--- src/rtl/idreg_pkg.sv ---
package idreg_pkg;

   typedef enum logic [1:0] {
      OUT_NONE  = 2'd0,
      OUT_DATA  = 2'd1,
      OUT_TRAP  = 2'd2,
      OUT_UNDEF = 2'd3
   } outcome_e;

   typedef struct packed {
      outcome_e   kind;
      logic [1:0] tgt_el;
      logic       use_virt;
   } decision_t;

   localparam logic [1:0] LVL0 = 2'd0;
   localparam logic [1:0] LVL1 = 2'd1;
   localparam logic [1:0] LVL2 = 2'd2;

endpackage

--- src/rtl/id_phys_value.sv ---
module id_phys_value #(
   parameter int DATA_W      = 64,
   parameter int AFF_W       = 8,
   parameter bit MASK_ON_UNI = 1'b1
) (
   input  logic [AFF_W-1:0]  aff3,
   input  logic [AFF_W-1:0]  aff2,
   input  logic [AFF_W-1:0]  aff1,
   input  logic [AFF_W-1:0]  aff0,
   input  logic              uni_flag,
   input  logic              mt_flag,
   output logic [DATA_W-1:0] phys
);
   localparam int LOW_W = 32;
   localparam int HI_W  = DATA_W - LOW_W;

   if (AFF_W != 8) begin : g_bad_aff
      $error("id_phys_value: AFF_W must be 8");
   end
   if (DATA_W != 64 && DATA_W != 32) begin : g_bad_w
      $error("id_phys_value: DATA_W must be 32 or 64");
   end

   logic [AFF_W-1:0] a3_m, a2_m, a1_m, a0_m;
   logic [LOW_W-1:0] low_word;

   // Affinity masking for a uniprocessor system is optional per build.
   if (MASK_ON_UNI) begin : g_mask
      always_comb begin
         a3_m = uni_flag ? '0 : aff3;
         a2_m = uni_flag ? '0 : aff2;
         a1_m = uni_flag ? '0 : aff1;
         a0_m = uni_flag ? '0 : aff0;
      end
   end else begin : g_nomask
      always_comb begin
         a3_m = aff3;
         a2_m = aff2;
         a1_m = aff1;
         a0_m = aff0;
      end
   end

   assign low_word = {1'b1, uni_flag, 5'b0, mt_flag, a2_m, a1_m, a0_m};

   // The 32-bit view carries no level-3 affinity.
   if (DATA_W == 64) begin : g_wide
      assign phys = {{(HI_W-AFF_W){1'b0}}, a3_m, low_word};
   end else begin : g_narrow
      logic unused_a3;
      assign unused_a3 = ^a3_m;
      assign phys = low_word;
   end

endmodule

--- src/rtl/id_access_resolver.sv ---
module id_access_resolver
   import idreg_pkg::*;
(
   input  logic       rd_req,
   input  logic [1:0] enc_op0,
   input  logic [2:0] enc_op1,
   input  logic [3:0] enc_crn,
   input  logic [3:0] enc_crm,
   input  logic [2:0] enc_op2,
   input  logic [1:0] cur_el,
   input  logic       has_el2,
   input  logic       has_el3,
   input  logic       el2_en,
   input  logic       tge,
   input  logic       el3_fgt_en,
   input  logic       fgt_rd_trap,
   input  logic       feat_idtrap,
   input  logic       feat_fgt,
   output decision_t  dec
);
   localparam logic [1:0] SEL_OP0 = 2'b11;
   localparam logic [2:0] SEL_OP1 = 3'b000;
   localparam logic [3:0] SEL_CRN = 4'b0000;
   localparam logic [3:0] SEL_CRM = 4'b0000;
   localparam logic [2:0] SEL_OP2 = 3'b101;

   logic enc_hit;
   logic el2_live;
   logic fgt_hit;

   assign enc_hit  = (enc_op0 == SEL_OP0) && (enc_op1 == SEL_OP1) &&
                     (enc_crn == SEL_CRN) && (enc_crm == SEL_CRM) &&
                     (enc_op2 == SEL_OP2);
   assign el2_live = has_el2 && el2_en;
   assign fgt_hit  = el2_live && feat_fgt && (!has_el3 || el3_fgt_en) && fgt_rd_trap;

   always_comb begin
      dec = '{kind: OUT_NONE, tgt_el: LVL0, use_virt: 1'b0};
      if (rd_req && enc_hit) begin
         unique case (cur_el)
            2'd0: begin
               if (feat_idtrap) begin
                  dec.kind   = OUT_TRAP;
                  dec.tgt_el = (el2_live && tge) ? LVL2 : LVL1;
               end else begin
                  dec.kind = OUT_UNDEF;
               end
            end
            2'd1: begin
               if (fgt_hit) begin
                  dec.kind   = OUT_TRAP;
                  dec.tgt_el = LVL2;
               end else begin
                  dec.kind     = OUT_DATA;
                  dec.use_virt = el2_live;
               end
            end
            default: begin
               dec.kind = OUT_DATA;
            end
         endcase
      end
   end

endmodule

--- src/rtl/id_virtual_copy.sv ---
module id_virtual_copy #(
   parameter int DATA_W = 64
) (
   input  logic              clk,
   input  logic              rst_n,
   input  logic [DATA_W-1:0] phys,
   input  logic              wr_req,
   input  logic [1:0]        wr_el,
   input  logic [DATA_W-1:0] wr_data,
   output logic [DATA_W-1:0] vcopy
);
   logic wr_ok;

   assign wr_ok = wr_req && wr_el[1];

   // The copy tracks the physical value for as long as reset is held.
   always_ff @(posedge clk) begin
      if (!rst_n)     vcopy <= phys;
      else if (wr_ok) vcopy <= wr_data;
   end

   AST_VCOPY_LOW_EL_IGNORED: assert property (@(posedge clk) disable iff (!rst_n)
      !(wr_req && wr_el[1]) |=> $stable(vcopy));

endmodule

--- src/rtl/sysreg_id_read_ctrl.sv ---
module sysreg_id_read_ctrl
   import idreg_pkg::*;
#(
   parameter int             DATA_W      = 64,
   parameter int             AFF_W       = 8,
   parameter int             EC_W        = 6,
   parameter logic [EC_W-1:0] TRAP_EC    = 6'h18,
   parameter bit             MASK_ON_UNI = 1'b1
) (
   input  logic              clk,
   input  logic              rst_n,
   input  logic              rd_req,
   input  logic [1:0]        enc_op0,
   input  logic [2:0]        enc_op1,
   input  logic [3:0]        enc_crn,
   input  logic [3:0]        enc_crm,
   input  logic [2:0]        enc_op2,
   input  logic [1:0]        cur_el,
   input  logic              has_el2,
   input  logic              has_el3,
   input  logic              el2_en,
   input  logic              tge,
   input  logic              el3_fgt_en,
   input  logic              fgt_rd_trap,
   input  logic              feat_idtrap,
   input  logic              feat_fgt,
   input  logic [AFF_W-1:0]  aff3,
   input  logic [AFF_W-1:0]  aff2,
   input  logic [AFF_W-1:0]  aff1,
   input  logic [AFF_W-1:0]  aff0,
   input  logic              uni_flag,
   input  logic              mt_flag,
   input  logic              vwr_req,
   input  logic [DATA_W-1:0] vwr_data,
   output logic              rsp_valid,
   output logic [DATA_W-1:0] rsp_data,
   output logic              rsp_trap,
   output logic [1:0]        rsp_trap_el,
   output logic [EC_W-1:0]   rsp_trap_ec,
   output logic              rsp_undef
);
   if (EC_W < 6) begin : g_bad_ec
      $error("sysreg_id_read_ctrl: EC_W must be at least 6");
   end

   logic [DATA_W-1:0] phys_val;
   logic [DATA_W-1:0] virt_val;
   logic [DATA_W-1:0] sel_val;
   decision_t         dec;

   id_phys_value #(
      .DATA_W      (DATA_W),
      .AFF_W       (AFF_W),
      .MASK_ON_UNI (MASK_ON_UNI)
   ) u_phys (
      .aff3     (aff3),
      .aff2     (aff2),
      .aff1     (aff1),
      .aff0     (aff0),
      .uni_flag (uni_flag),
      .mt_flag  (mt_flag),
      .phys     (phys_val)
   );

   id_virtual_copy #(
      .DATA_W (DATA_W)
   ) u_vcopy (
      .clk     (clk),
      .rst_n   (rst_n),
      .phys    (phys_val),
      .wr_req  (vwr_req),
      .wr_el   (cur_el),
      .wr_data (vwr_data),
      .vcopy   (virt_val)
   );

   id_access_resolver u_resolve (
      .rd_req      (rd_req),
      .enc_op0     (enc_op0),
      .enc_op1     (enc_op1),
      .enc_crn     (enc_crn),
      .enc_crm     (enc_crm),
      .enc_op2     (enc_op2),
      .cur_el      (cur_el),
      .has_el2     (has_el2),
      .has_el3     (has_el3),
      .el2_en      (el2_en),
      .tge         (tge),
      .el3_fgt_en  (el3_fgt_en),
      .fgt_rd_trap (fgt_rd_trap),
      .feat_idtrap (feat_idtrap),
      .feat_fgt    (feat_fgt),
      .dec         (dec)
   );

   assign sel_val = dec.use_virt ? virt_val : phys_val;

   always_ff @(posedge clk) begin
      if (!rst_n) begin
         rsp_valid   <= 1'b0;
         rsp_data    <= '0;
         rsp_trap    <= 1'b0;
         rsp_trap_el <= '0;
         rsp_trap_ec <= '0;
         rsp_undef   <= 1'b0;
      end else begin
         rsp_valid   <= (dec.kind == OUT_DATA);
         rsp_data    <= (dec.kind == OUT_DATA) ? sel_val : '0;
         rsp_trap    <= (dec.kind == OUT_TRAP);
         rsp_trap_el <= (dec.kind == OUT_TRAP) ? dec.tgt_el : '0;
         rsp_trap_ec <= (dec.kind == OUT_TRAP) ? TRAP_EC : '0;
         rsp_undef   <= (dec.kind == OUT_UNDEF);
      end
   end

   AST_RESULT_EXCLUSIVE: assert property (@(posedge clk) disable iff (!rst_n)
      $onehot0({rsp_valid, rsp_trap, rsp_undef}));
   AST_FAULT_DATA_ZERO: assert property (@(posedge clk) disable iff (!rst_n)
      (rsp_trap || rsp_undef) |-> (rsp_data == '0));
   AST_IDLE_SILENT: assert property (@(posedge clk) disable iff (!rst_n)
      !rd_req |=> !(rsp_valid || rsp_trap || rsp_undef));
   AST_HIGH_EL_PHYS: assert property (@(posedge clk) disable iff (!rst_n)
      (rd_req && enc_op0 == 2'b11 && enc_op1 == 3'b000 && enc_crn == 4'b0000 &&
       enc_crm == 4'b0000 && enc_op2 == 3'b101 && cur_el[1])
      |=> (rsp_valid && rsp_data == $past(phys_val)));
   AST_EL0_NEVER_DATA: assert property (@(posedge clk) disable iff (!rst_n)
      (rd_req && cur_el == 2'd0) |=> !rsp_valid);
   AST_TRAP_CLASS: assert property (@(posedge clk) disable iff (!rst_n)
      rsp_trap |-> (rsp_trap_ec == TRAP_EC && rsp_trap_el != 2'd0));

endmodule

--- config.mk ---
export PLATFORM = sky130hd
export DESIGN_NAME = sysreg_id_read_ctrl
export DESIGN_NICKNAME = d
export VERILOG_FILES = /design/src/rtl/idreg_pkg.sv /design/src/rtl/id_phys_value.sv /design/src/rtl/id_access_resolver.sv /design/src/rtl/id_virtual_copy.sv /design/src/rtl/sysreg_id_read_ctrl.sv
export SDC_FILE = /design/constraint.sdc
export NUM_CORES = 1
export LEC_CHECK = 0
export BUFFER_PORTS_ARGS = -buffer_cell sky130_fd_sc_hd__clkbuf_2
export CAP_MARGIN = 5
export CORE_MARGIN = 3
export CORE_UTILIZATION = 44
export DETAILED_ROUTE_END_ITERATION = 7
export GPL_TIMING_DRIVEN = 0
export PLACE_DENSITY = 0.76
export SYNTH_ARGS = -nofsm -noshare
export SYNTH_HDL_FRONTEND = slang
export SYNTH_SLANG_ARGS = --single-unit
--- constraint.sdc ---
create_clock -name clk -period 1.99 [get_ports clk]
set_input_delay 0.398 -clock clk [delete_from_list [all_inputs] [get_ports clk]]
set_output_delay 0.398 -clock clk [all_outputs]
set_load 0.01 [all_outputs]
; After elaboration in Yosys (flattened, before gate mapping)
; Index checks and enable logic that the tools add are counted.
[op_classes]
eq_ne = 7
reduce_logical = 20
n_mux = 18
[op_table]
columns = operator, n
row1 = 2-to-1 mux 40 bit, 3
row2 = 2-to-1 mux 8 bit, 4
row3 = logical AND 1 bit, 11
row4 = 2-to-1 mux 5 bit, 2
row5 = logical NOT 4 bit, 2
row6 = 2-to-1 mux 2 bit, 4
row7 = one-hot mux 2 bit (2 select lines), 2
row8 = equality test 2 bit (second input constant), 3
row9 = AND reduction 3 bit, 2
row10 = equality test 2 x 1 -> 1 bit (second input constant), 2
row11 = equality test 3 bit (second input constant), 1
row12 = logical NOT 3 bit, 1
row13 = 2-to-1 mux 1 bit, 3
row14 = logical NOT 2 bit, 1
row15 = != test 2 x 1 -> 1 bit (second input constant), 1
row16 = AND reduction 2 bit, 1
row17 = logical NOT 1 bit, 1
row18 = logical OR 1 bit, 1
[word_totals]
ff_bits = 139
inputBits = 128
wordCells = 54
output_inout_bits = 75

; Logic depth before layout (Yosys ltp)
[depth]
ltp_word = 9
mapped_depth = 7
depth_no_buf = 4

; By module
; Synthesis repeated with hierarchy kept, for this count alone.
[unflattened]
cells_unflattened = 454
area_unflattened_um2 = 6093.3
[by_module_without_submodules]
columns = module, seq_area_each_um2, cells_per_inst, area_each_um2, n_inst
row1 = id_virtual_copy, 1921.8, 136, 2909.0, 1
row2 = sysreg_id_read_ctrl, 1381.3, 224, 2516.2, 1
row3 = id_phys_value, 0.0, 69, 470.5, 1
row4 = id_access_resolver, 0.0, 25, 197.7, 1

; Least setup slack after synthesis
; Ideal clock, no wire load.
[synth_timing]
path_kind = input -> register
startpoint = input port rst_n
endpoint = register u_vcopy.vcopy[0] (enable)
arrival_ps = 1461
setup_time_ps = 491
path_buffers = 2
required_time_ps = 1499
slack_ps = 39
cell_stages = 3
path_cell_list = buf_2 > clkbuf_1 > nand2_1
[synth_between]
elab_chain_len = 1
[synth_rtl]
columns = item, line
row1 = "start, declared", sysreg_id_read_ctrl.sv:11  ; input logic rst_n,
row2 = != test 2 x 1 -> 1 bit (no source line), --
row3 = "end signal, assigned", id_virtual_copy.sv:18  ; if (!rst_n) vcopy <= phys;
row4 = "end signal, assigned", id_virtual_copy.sv:19  ; else if (wr_ok) vcopy <= wr_data;
row5 = "end, declared", id_virtual_copy.sv:10  ; output logic [DATA_W-1:0] vcopy
; Every way passes these cells.
; A chain may end at the register's enable or synchronous reset.

; Worst setup path after layout
[layout_timing]
startpoint = input port enc_crm[1]
endpoint = register rsp_data[2]
[layout_between]
elab_chain_len = 7
elab_cells_between_ends = 8
classes_between = eq/ne (1) / mux (2) / reduce/logical (5)
[layout_rtl]
columns = item, line
row1 = "start, declared", sysreg_id_read_ctrl.sv:16  ; input logic [3:0] enc_crm,
row2 = logical NOT 4 bit (*), id_access_resolver.sv:32  ; (enc_crn == SEL_CRN) && (enc_crm == SEL_CRM) &&
row3 = logical AND 1 bit (*) (2 in series), id_access_resolver.sv:32
row4 = logical AND 1 bit (*), id_access_resolver.sv:39  ; if (rd_req && enc_hit) begin
row5 = 2-to-1 mux 5 bit (*), id_access_resolver.sv:39
row6 = equality test 2 x 1 -> 1 bit, sysreg_id_read_ctrl.sv:108  ; rsp_data <= (dec.kind == OUT_DATA) ? sel_val : '0;
row7 = AND reduction 2 bit (no source line), --
row8 = "end signal, assigned", sysreg_id_read_ctrl.sv:108
row9 = "end, declared", sysreg_id_read_ctrl.sv:36  ; output logic [DATA_W-1:0] rsp_data,
; Every way passes the cells marked *; elsewhere a longest branch is shown, timed or not.

==> metrics.txt <==
status finished clean; ant diodes 0; synth top area cells dfxtp_1, edfxtp_1, nand2_1; Slew headroom 0.615; Post-Syn Area 5280 um^2; Ports 203; First DRT Iteration DRCs 309; EDFF count, synth 34; Layout Nets 894; YS warnings 0; CP Class in2reg; syn_area_per_cell 9.67 um^2; final worst slack 0.300 ns; top fanout value on the critical path 10; unrepaired setup endpoints after global routing false; distinct cell type count after synthesis 36; DP Cell Count 890; FF+latch count, synth 133; worst reg2reg path endpoint rsp_data[2]; Clock Power Share 0.484; DR vias/cell 5.30; CP endpoint rsp_data[2]; max-cap violations 0; post-synthesis adder-cell area fraction 0; Compound-Gate Fraction of Synth Area 0.169; Clock transition at path regs 0.06 ns; routability cong. 0.893; FP Rows 39; sw frac 0.222; CP endpoint kind flop; CTS Hold Bufs 0; CP arrival 2.03 ns; Hold Fails Final Rpt 0; leak pwr 2.98 nW; fin crit share 0.849; pwr dens 912 nW/um^2; Die Wd 116 um; WL final 14.9 mm; Worst R2R Path Depth 2; Worst Tran Pin Value 0.578 ns; area grow syn2layout 33.9%; part of the power in combinational logic 0.064; area share of the largest cell type after synthesis 0.375; Core Region 11600 um^2; sequential share of power 0.452; TritonCTS clock tree done; Synth async-reset ratio 0; Hold Crit Class in2reg; global route overflow 0; H-Tree Depth 4; largest family of logic cells by synthesized area simple AND/OR/NAND/NOR gates; Worst R2R Start u_vcopy.vcopy[2]; Final TNS setup 0 ns; # DRC 0; CTS Buffer Depth 2; R2R setup slack 1.28 ns; non-filler cells, final 921; mux contribution to synthesized area 0; crit path launch enc_crm[1]; Die ar. 13400 um^2; hold depth 2; ys flop type dfxtp_1; share of layout cells above drive strength 1 0.332; clk sinks 133; first-pass GRT wire length 23.0 mm; Synth Instances 546; minimum clock period 1.69 ns; I/O Buffers 197; Total GRT Usage 0.222; Skew-Pair Late Insertion Delay 0.42 ns; Starting Density 0.457; sequential element share of the synthesized area 0.569; setup violators final 0; hpwl dp 11.0 mm; first drt pass iteration count 5; remaining antenna violation count 0; fmax 592 MHz; vias in the first global route 4742; most instantiated cells after synthesis dfxtp_1, nand2_1, nand3_1, o21ai_0; simple-gate portion of the synthesized area 0.211; Psw 1.43 mW; Worst setup SP type input pin; CTS buffer count 17; antenna violations before repair 0; Setup WS pre-CTS -0.396 ns; Pwr Total 6.45 mW; number of fill cells in the layout 965; most frequent cell after synthesis dfxtp_1; worst vdd ir 0.460 mV; Post-CTS Setup Inserts 0; xor and xnor area share after synthesis 0; die span in y 116 um; routed vias 4885; Synth area leader dfxtp_1; largest net degree at the start of global routing 20; final core utilization 0.612; Root Driver clkbuf_16; Final Skew 0.0124 ns; required time of the critical path 2.33 ns; post_cts resized 0; max-slew violations 0; routed wire length per instance 16.2 um; internal power 5.02 mW
layout by cell type, fill, tap and decap left out, types with 2 or more instances in the layout:
master / n
buf_1: 2
buf_2: 13
clkbuf_1: 30
and2_1: 31
nand4_1: 34
buf_4: 7
a21oi_1: 34
inv_1: 3
bufinv_16: 3
conb_1: 4
a21boi_0: 29
clkinv_1: 2
o2111ai_4: 2
clkinvlp_4: 6
o21ai_0: 36
nor2b_1: 2
clkbuf_16: 17
edfxtp_1: 34
dfxtp_1: 99
nand2_1: 97
nor2_1: 4
clkbuf_2: 198
nand3_1: 36
clkinv_2: 2
o21bai_1: 32
nor3_1: 3
critical path: stages:
cell and delay (ns):
clkbuf_2 0.09, nor4b_2 0.36, and4_1 0.24, buf_2 0.23, o2111ai_4 0.24, buf_2 0.29, a21oi_1 0.17
sequential cells by signal, indices dropped and copies added, names as in the netlist:
signal / flops
u_vcopy.vcopy: 64
rsp_trap_ec: 1
rsp_data: 64
rsp_trap_el: 2
rsp_undef: 1
rsp_valid: 1
worst min path at each step:
stage	start	end	slack, ns
detailed placement	u_vcopy.vcopy[43]	rsp_data[43]	0.44
floorplan	u_vcopy.vcopy[53]	rsp_data[53]	0.43
finish	feat_idtrap	rsp_undef	0.16
global route	feat_idtrap	rsp_undef	0.15
global placement	u_vcopy.vcopy[61]	rsp_data[61]	0.44
CTS	feat_idtrap	rsp_undef	0.14
kinds of logic after synthesis:
kind of cell / after synthesis
and+or+nand+nor: 218
DFF: 133
AOI/OAI and AO/OA: 137
other: 1
buffers and inverters: 57
layout make-up:
cell class                      count  area [um^2]  share of cell area
Clock inverter                     14          161              0.0228
Sequential cell                   133         3000               0.424
Clock buffer                       17          425              0.0601
Tap cell                          143          179              0.0253
Inverter                            3         11.3             0.00159
Multi-Input combinational cell    359         2030               0.287
Buffer                             54          254              0.0359
Timing Repair Buffer              198         1010               0.143
per-layer routing:
layer  vias to the layer above  GRT usage  share of wire  routed length, um
li1                       2346          -              -                  -
met1                      2290      0.274           0.42               6210
met2                       209      0.353           0.48               7120
met3                        40     0.0642          0.068               1010
met4                         0      0.118          0.037                557
met5                         -          0              0                  0
power by group through the flow:
stage               registers, mW  logic, mW  clock network [mW]
floorplan                    2.96      0.202                   0
global placement             2.97      0.390                   0
detailed placement           2.97      0.410                   0
CTS                          2.91      0.413                3.16
global route                 2.92      0.460                3.28
finish                       2.91      0.413                3.12
per-stage QoR:
step | area [um^2] | hold WS [ns]
after floorplan | 5290 | 0.430
after global placement | 6460 | 0.435
after detailed placement | 6480 | 0.442
after CTS | 7070 | 0.140
after global routing | 7070 | 0.154
final | 7070 | 0.159
No activity file was read; power rests on OpenSTA's default activity.
